[config.mk]
export PLATFORM = sky130hd
export DESIGN_NAME = dacavg_drv
export DESIGN_NICKNAME = d
export VERILOG_FILES = /design/src/rtl/dacavg_pkg.sv /design/src/rtl/dacavg_timer.sv /design/src/rtl/dacavg_accum.sv /design/src/rtl/dacavg_serial.sv /design/src/rtl/dacavg_drv.sv
export SDC_FILE = /design/constraint.sdc
export NUM_CORES = 1
export LEC_CHECK = 0
export CAP_MARGIN = 0
export CORE_UTILIZATION = 47
export CTS_CLUSTER_DIAMETER = 120
export DETAILED_ROUTE_END_ITERATION = 12
export GPL_ROUTABILITY_DRIVEN = 1
export PLACE_DENSITY = 0.63
export SYNTH_ARGS = -nofsm -noshare
export SYNTH_HDL_FRONTEND = slang
export SYNTH_SLANG_ARGS = --single-unit
[constraint.sdc]
create_clock -name clk -period 3.3 [get_ports clk]
set_clock_uncertainty 0.05 [all_clocks]
set_input_delay 0.66 -clock clk [delete_from_list [all_inputs] [get_ports clk]]
set_output_delay 0.66 -clock clk [all_outputs]
set_load 0.02 [all_outputs]
[src/rtl/dacavg_pkg.sv]
package dacavg_pkg;

    // Width needed to hold a sum of `states` unsigned samples of `in_w` bits,
    // never narrower than the output word.
    function automatic int unsigned acc_width(int unsigned in_w,
                                              int unsigned out_w,
                                              int unsigned states);
        int unsigned need;
        need = in_w + $clog2(states);
        return (need > out_w) ? need : out_w;
    endfunction

    // Part of the frame a bit-clock period belongs to.
    typedef enum logic [0:0] {
        SEG_DATA = 1'b0,
        SEG_IDLE = 1'b1
    } frame_seg_e;

endpackage

[src/rtl/dacavg_timer.sv]
module dacavg_timer #(
    parameter int DIV    = 4,
    parameter int STATES = 21,
    parameter int PH_W   = $clog2(DIV),
    parameter int ST_W   = $clog2(STATES)
) (
    input  logic            clk,
    input  logic            rst,
    output logic            tick,
    output logic            frame_end,
    output logic [ST_W-1:0] state,
    output logic            bck
);
    typedef struct packed {
        logic [PH_W-1:0] ph;
        logic [ST_W-1:0] st;
        logic            bck;
    } tmr_t;

    tmr_t r_d, r_q;
    logic last_ph;

    assign last_ph = (r_q.ph == PH_W'(DIV - 1));

    always_comb begin
        r_d = r_q;
        if (last_ph) begin
            r_d.ph = '0;
            r_d.st = (r_q.st == ST_W'(STATES - 1)) ? '0 : r_q.st + 1'b1;
        end else begin
            r_d.ph = r_q.ph + 1'b1;
        end
        r_d.bck = (r_d.ph >= PH_W'(DIV / 2));
    end

    always_ff @(posedge clk) begin
        if (rst) r_q <= '0;
        else     r_q <= r_d;
    end

    assign tick      = last_ph;
    assign frame_end = last_ph && (r_q.st == ST_W'(STATES - 1));
    assign state     = r_q.st;
    assign bck       = r_q.bck;

    // the divider phase walks up by one every system cycle
    a_r1_phase_step: assert property (@(posedge clk) disable iff (rst)
        !last_ph |=> (r_q.ph == $past(r_q.ph) + 1'b1));

    // a frame always returns to state 0 after its last period
    a_r2_frame_wrap: assert property (@(posedge clk) disable iff (rst)
        frame_end |=> (r_q.st == '0));

    // the bit clock only rises halfway through a period
    a_r1_bck_rise: assert property (@(posedge clk) disable iff (rst)
        $rose(r_q.bck) |-> (r_q.ph == PH_W'(DIV / 2)));
endmodule

[src/rtl/dacavg_accum.sv]
module dacavg_accum #(
    parameter int IN_W   = 10,
    parameter int OUT_W  = 16,
    parameter int STATES = 21,
    parameter int ACC_W  = 16,
    parameter int CNT_W  = $clog2(STATES + 1)
) (
    input  logic             clk,
    input  logic             rst,
    input  logic             tick,
    input  logic             frame_end,
    input  logic [IN_W-1:0]  sample,
    output logic [OUT_W-1:0] next_word
);
    typedef struct packed {
        logic [ACC_W-1:0] acc;
        logic [CNT_W-1:0] cnt;
    } acc_t;

    acc_t r_d, r_q;
    logic [ACC_W:0] sum_wide;
    logic [ACC_W-1:0] sum;

    assign sum_wide = {1'b0, r_q.acc} + (ACC_W + 1)'(sample);
    assign sum      = sum_wide[ACC_W-1:0];

    // Offset-binary to two's complement: flip the top bit of the kept slice.
    assign next_word = {~sum[ACC_W-1], sum[ACC_W-2 -: OUT_W-1]};

    always_comb begin
        r_d = r_q;
        if (tick) begin
            if (frame_end) begin
                r_d.acc = '0;
                r_d.cnt = '0;
            end else begin
                r_d.acc = sum;
                r_d.cnt = r_q.cnt + 1'b1;
            end
        end
    end

    always_ff @(posedge clk) begin
        if (rst) r_q <= '0;
        else     r_q <= r_d;
    end

    // exactly STATES-1 samples are held when the last one is added
    a_r4_sample_count: assert property (@(posedge clk) disable iff (rst)
        frame_end |-> (r_q.cnt == CNT_W'(STATES - 1)));

    // the running sum never wraps
    a_r9_no_overflow: assert property (@(posedge clk) disable iff (rst)
        tick |-> !sum_wide[ACC_W]);

    // each frame starts from an empty accumulator
    a_r6_restart: assert property (@(posedge clk) disable iff (rst)
        frame_end |=> (r_q.acc == '0));
endmodule

[src/rtl/dacavg_serial.sv]
module dacavg_serial #(
    parameter int OUT_W  = 16,
    parameter int STATES = 21,
    parameter int ST_W   = $clog2(STATES)
) (
    input  logic             clk,
    input  logic             rst,
    input  logic             tick,
    input  logic             frame_end,
    input  logic [ST_W-1:0]  state,
    input  logic [OUT_W-1:0] next_word,
    output logic             sd,
    output logic             ws
);
    import dacavg_pkg::*;

    typedef struct packed {
        logic [OUT_W-1:0] shift;
        logic             sd;
        logic             ws;
    } ser_t;

    ser_t r_d, r_q;
    frame_seg_e seg;
    logic last_bit;

    assign seg      = (state >= ST_W'(OUT_W)) ? SEG_IDLE : SEG_DATA;
    assign last_bit = tick && (state == ST_W'(OUT_W - 1));

    always_comb begin
        r_d = r_q;
        if (tick) begin
            if (frame_end) begin
                r_d.shift = next_word;
                r_d.sd    = next_word[OUT_W-1];
            end else if (state < ST_W'(OUT_W - 1)) begin
                r_d.shift = r_q.shift << 1;
                r_d.sd    = r_q.shift[OUT_W-2];
            end else begin
                r_d.sd    = 1'b0;
            end
            if (last_bit) r_d.ws = ~r_q.ws;
        end
    end

    always_ff @(posedge clk) begin
        if (rst) r_q <= '0;
        else     r_q <= r_d;
    end

    assign sd = r_q.sd;
    assign ws = r_q.ws;

    // data line is quiet during the idle periods
    a_r2_quiet_idle: assert property (@(posedge clk) disable iff (rst)
        (seg == SEG_IDLE) |-> !r_q.sd);

    // word select moves only right after the last data bit
    a_r7_ws_place: assert property (@(posedge clk) disable iff (rst)
        !$stable(r_q.ws) |-> (state == ST_W'(OUT_W)));
endmodule

[src/rtl/dacavg_drv.sv]
module dacavg_drv #(
    parameter int IN_W        = 10,
    parameter int OUT_W       = 16,
    parameter int DIV         = 4,
    parameter int IDLE_STATES = 5
) (
    input  logic            clk,
    input  logic            rst,
    input  logic [IN_W-1:0] sample_i,
    output logic            bck_o,
    output logic            sdata_o,
    output logic            ws_o
);
    localparam int STATES = OUT_W + IDLE_STATES;
    localparam int ST_W   = $clog2(STATES);
    localparam int ACC_W  = dacavg_pkg::acc_width(IN_W, OUT_W, STATES);

    logic            tick;
    logic            frame_end;
    logic [ST_W-1:0] state;
    logic [OUT_W-1:0] next_word;

    dacavg_timer #(
        .DIV    (DIV),
        .STATES (STATES)
    ) u_timer (
        .clk       (clk),
        .rst       (rst),
        .tick      (tick),
        .frame_end (frame_end),
        .state     (state),
        .bck       (bck_o)
    );

    dacavg_accum #(
        .IN_W   (IN_W),
        .OUT_W  (OUT_W),
        .STATES (STATES),
        .ACC_W  (ACC_W)
    ) u_accum (
        .clk       (clk),
        .rst       (rst),
        .tick      (tick),
        .frame_end (frame_end),
        .sample    (sample_i),
        .next_word (next_word)
    );

    dacavg_serial #(
        .OUT_W  (OUT_W),
        .STATES (STATES)
    ) u_serial (
        .clk       (clk),
        .rst       (rst),
        .tick      (tick),
        .frame_end (frame_end),
        .state     (state),
        .next_word (next_word),
        .sd        (sdata_o),
        .ws        (ws_o)
    );

    // serial data holds while the bit clock is high
    a_r3_data_stable: assert property (@(posedge clk) disable iff (rst)
        (bck_o && $past(bck_o)) |-> $stable(sdata_o));

    // serial data only moves when the bit clock falls
    a_r3_change_on_fall: assert property (@(posedge clk) disable iff (rst)
        !$stable(sdata_o) |-> $fell(bck_o));
endmodule

==> run_results.csv <==
group,metric,value,unit
global_route,grtUsageTotal,20.3,%
setup_path,r2r_setup_slack,880,ps
global_route,grt_remaining_overflow,0,
yosys,synth_top_area_cell,"dfxtp_1",
detailed_routing,ant_nets,0,
placed_design,port_buffers,14,
cells_and_area,finalNetCount,283,
clocking,cts_buffers,5,
sta,timing.final.max_slew_violations,0,
yosys,synth-edff-count,0,
power,ir_drop,0.262,mV
placed_design,gp_congestion,0.796,
clocking,htreeDepth,2,
sta,min_period,2880,ps
min_path,hold_end,"u_timer.r_q[6]$_SDFF_PP0_",
power,clkPwrFrac,39.1,%
clocking,cts_buffer_depth,2,
yosys,ys_types,49,
clocking,cts_tree,"done",
setup_path,critPathCaptureType,"register",
yosys,netlist_area,2210,sq um
yosys,synthCells,242,
cells_and_area,final_layout_size_suffix_gt1_share,8.95,%
yosys,synth_top_area_share,36.2,%
setup_path,rr_endpoint,"u_serial.r_q[14]$_SDFFE_PP0P_",
run,drv_cap,0,
floorplanning,die_w,70.6,microns
sta,fin_crit_sh,87.3,%
sta,rsz0062_at_grt,"no",
sta,worst_pin_slew,1040,ps
detailed_routing,vias_per_cell,5.87,
yosys,yosys_register_bits,40,
power,p_seq_share,48.3,%
global_route,grt_pass1_wl,7.89,mm
clocking,clock-sinks,40,
cells_and_area,multi_input_area,1310,sq um
floorplanning,start_util,49.8,%
floorplanning,num_rows,24,
clocking,clk_latency,300,ps
power,p_total,1.03,mW
sta,maxSlewHeadroom,30.4,%
yosys,synth_fp_nets,269,
power,p_leak,1.10,nW
floorplanning,coreArea,4440,sq um
detailed_routing,vias,1813,
floorplanning,die_h,70.6,microns
sta,setup_violations,0,
sta,timing.hold.ws,380,ps
detailed_routing,wl,4.58,mm
setup_path,critPathKind,"in2reg",
yosys,ys_warn_count,0,
setup_path,r2r.worst_path.cells,8,
yosys,ys.flop_type,"dfxtp_1",
detailed_routing,drc_errors,8,
floorplanning,die_area,4990,sq um
status,violations,"design-rule violations",
min_path,holdPathStages,1,
detailed_routing,drtIter0Drc,60,
detailed_routing,wl_per_cell,14.8,microns
clocking,cts_hold_buf,0,
global_route,grt_pass1_vias,1684,
sta,hold_viol_final,0,
setup_path,startpoint_type,"input pin",
clocking,cts_resized,0,
global_route,antenna_found_initial,0,
detailed_routing,drt_first_pass_iters,8,
setup_path,cp_data_arrival_time,2980,ps
global_route,grt_max_degree,22,
placed_design,dpl.hpwl,3.17,mm
cells_and_area,fill_cells,441,
sta,fmaxAchievable,0.347,GHz
power,power_frac_comb,12.6,%
yosys,netlist_top_cells_area,"dfxtp_1, ha_1, mux2i_1",
setup_path,r2r-start,"u_accum.r_q[5]$_SDFFE_PP0P_",
cells_and_area,area_growth,12.8,%
floorplanning,pin_count,15,
cells_and_area,ff_latch_area,801,sq um
power,switchingPower,256,uW
min_path,min_from,"u_timer.r_q[6]$_SDFF_PP0_",
cells_and_area,n_antenna_cell,0,
yosys,synthArstFlopShare,0,%
yosys,ys_seq_area_share,36.2,%
cells_and_area,fin_util,56.1,%
sta,fin_setup_tns,0,ps
min_path,hp-class,"reg2reg",
setup_path,required,3400,ps
power,p_sw_share,24.9,%
status,status,"finished with violations",
clocking,path_clk_slew,80,ps
power,power.density,413,nW/um^2
clocking,clockRootBuffer,"clkbuf_8",
setup_path,crit_fanout,6,
clocking,postCtsSetupRepairBufs,0,
yosys,synth_area_per_cell,9.14,sq um
power,p_int,774,uW
[flip-flops by register name, summed over array words and instances, names as in the netlist]
signal / flops
u_serial.r_q: 15
u_accum.r_q: 16
u_timer.r_q: 1
u_timer.bck: 1
u_serial.sd: 1
u_timer.state: 5
u_serial.ws: 1
[logic make-up after synthesis]
| kind of cell | Yosys count | synth area share (%) |
|---|---|---|
| DFF | 40 | 36.2 |
| muxes | 14 | 6.56 |
| and+or+nand+nor | 67 | 15.6 |
| xor gates and xnor gates | 14 | 5.54 |
| adders and majority gates | 15 | 8.82 |
| AOI/OAI and AO/OA | 71 | 22.7 |
| buffers and inverters | 21 | 4.58 |
[power by group through the flow]
stage / Combinational, mW / Clock [mW] / Sequential, mW
final: 0.130 / 0.403 / 0.498
after floorplan: 0.0870 / 0 / 0.510
after detailed placement: 0.130 / 0 / 0.510
after global placement: 0.130 / 0 / 0.510
after CTS: 0.131 / 0.411 / 0.498
after global routing: 0.145 / 0.436 / 0.500
[metal layers]
| layer | global-route usage [%] | share of wire (%) | up-vias |
|---|---|---|---|
| met5 | 0 | 0 | - |
| met4 | 8.89 | 1.8 | 0 |
| met3 | 3.56 | 3.3 | 9 |
| met2 | 33.3 | 44 | 27 |
| met1 | 26.4 | 51 | 848 |
| li1 | - | - | 929 |
[cell usage in the layout, fill, tap and decap left out, types with 2 or more instances in the layout]
cell type and count:
clkdlybuf4s50_1 14, clkbuf_8 5, mux2_2 4, nor2b_1 2
a211o_1 3, nand4_1 7, nand2_1 12, o22ai_1 2
inv_1 9, o21bai_1 2, nor2_1 22, mux2i_1 10
nand3_1 6, and3_1 4, buf_4 5, o21ai_0 9
ha_1 14, a211oi_1 8, xnor2_1 8, a21oi_1 15
xor2_1 6, dfxtp_1 40, a31oi_1 4, nor3_1 5
a22o_1 8, a21o_1 7, o21ai_1 3
[final cells by class]
class                      count  share of cell area (%)
clock buffer                   6                    2.91
clock inverter                 2                    1.40
inverter                       9                    1.35
multi-input combinational    181                    52.5
sequential                    40                    32.1
tap                           52                    2.61
timing repair buffer          19                    7.12
[stage by stage]
stage               cells  area [sq um]  setup WS (ps)
floorplan             242          2210            708
global placement      301          2390            136
detailed placement    301          2390            112
CTS                   309          2490            414
global route          309          2490            225
finish                309          2490            420
[worst max path at each step]
stage / from / to / slack (ps) / depth (start not counted)
2_1_floorplan: sample_i[0] / u_serial.r_q[14]$_SDFFE_PP0P_ / 710 / 8
3_3_place_gp: sample_i[0] / u_serial.r_q[14]$_SDFFE_PP0P_ / 140 / 9
3_5_place_dp: sample_i[0] / u_serial.r_q[14]$_SDFFE_PP0P_ / 110 / 9
4_1_cts: sample_i[0] / u_serial.r_q[14]$_SDFFE_PP0P_ / 410 / 9
5_1_grt: sample_i[0] / u_serial.r_q[14]$_SDFFE_PP0P_ / 220 / 9
6_report: sample_i[0] / u_serial.r_q[14]$_SDFFE_PP0P_ / 420 / 9
[cell usage after synthesis, drive strengths merged, types with 2 or more instances]
cell type and number:
a211o 3, a211oi 8, a21o 8, a21oi 15, a22o 8, a31oi 4
and3 4, buf 2, clkbuf 10, dfxtp 40, ha 14, inv 9
mux2 4, mux2i 10, nand2 12, nand3 6, nand4 7, nor2 22
nor2b 2, nor3 5, o21a 2, o21ai 12, o21bai 2, o22ai 2
or3 2, xnor2 8, xor2 6
[critical path: stages]
cell and delay [ps]:
clkdlybuf4s50_1 400, ha_1 220, fa_1 390, a211oi_1 320, nor2_1 150, a221oi_4 410, nand3b_4 220, xnor2_1 120
a21oi_1 80
Note: power is estimated with default switching activity, not from simulation.
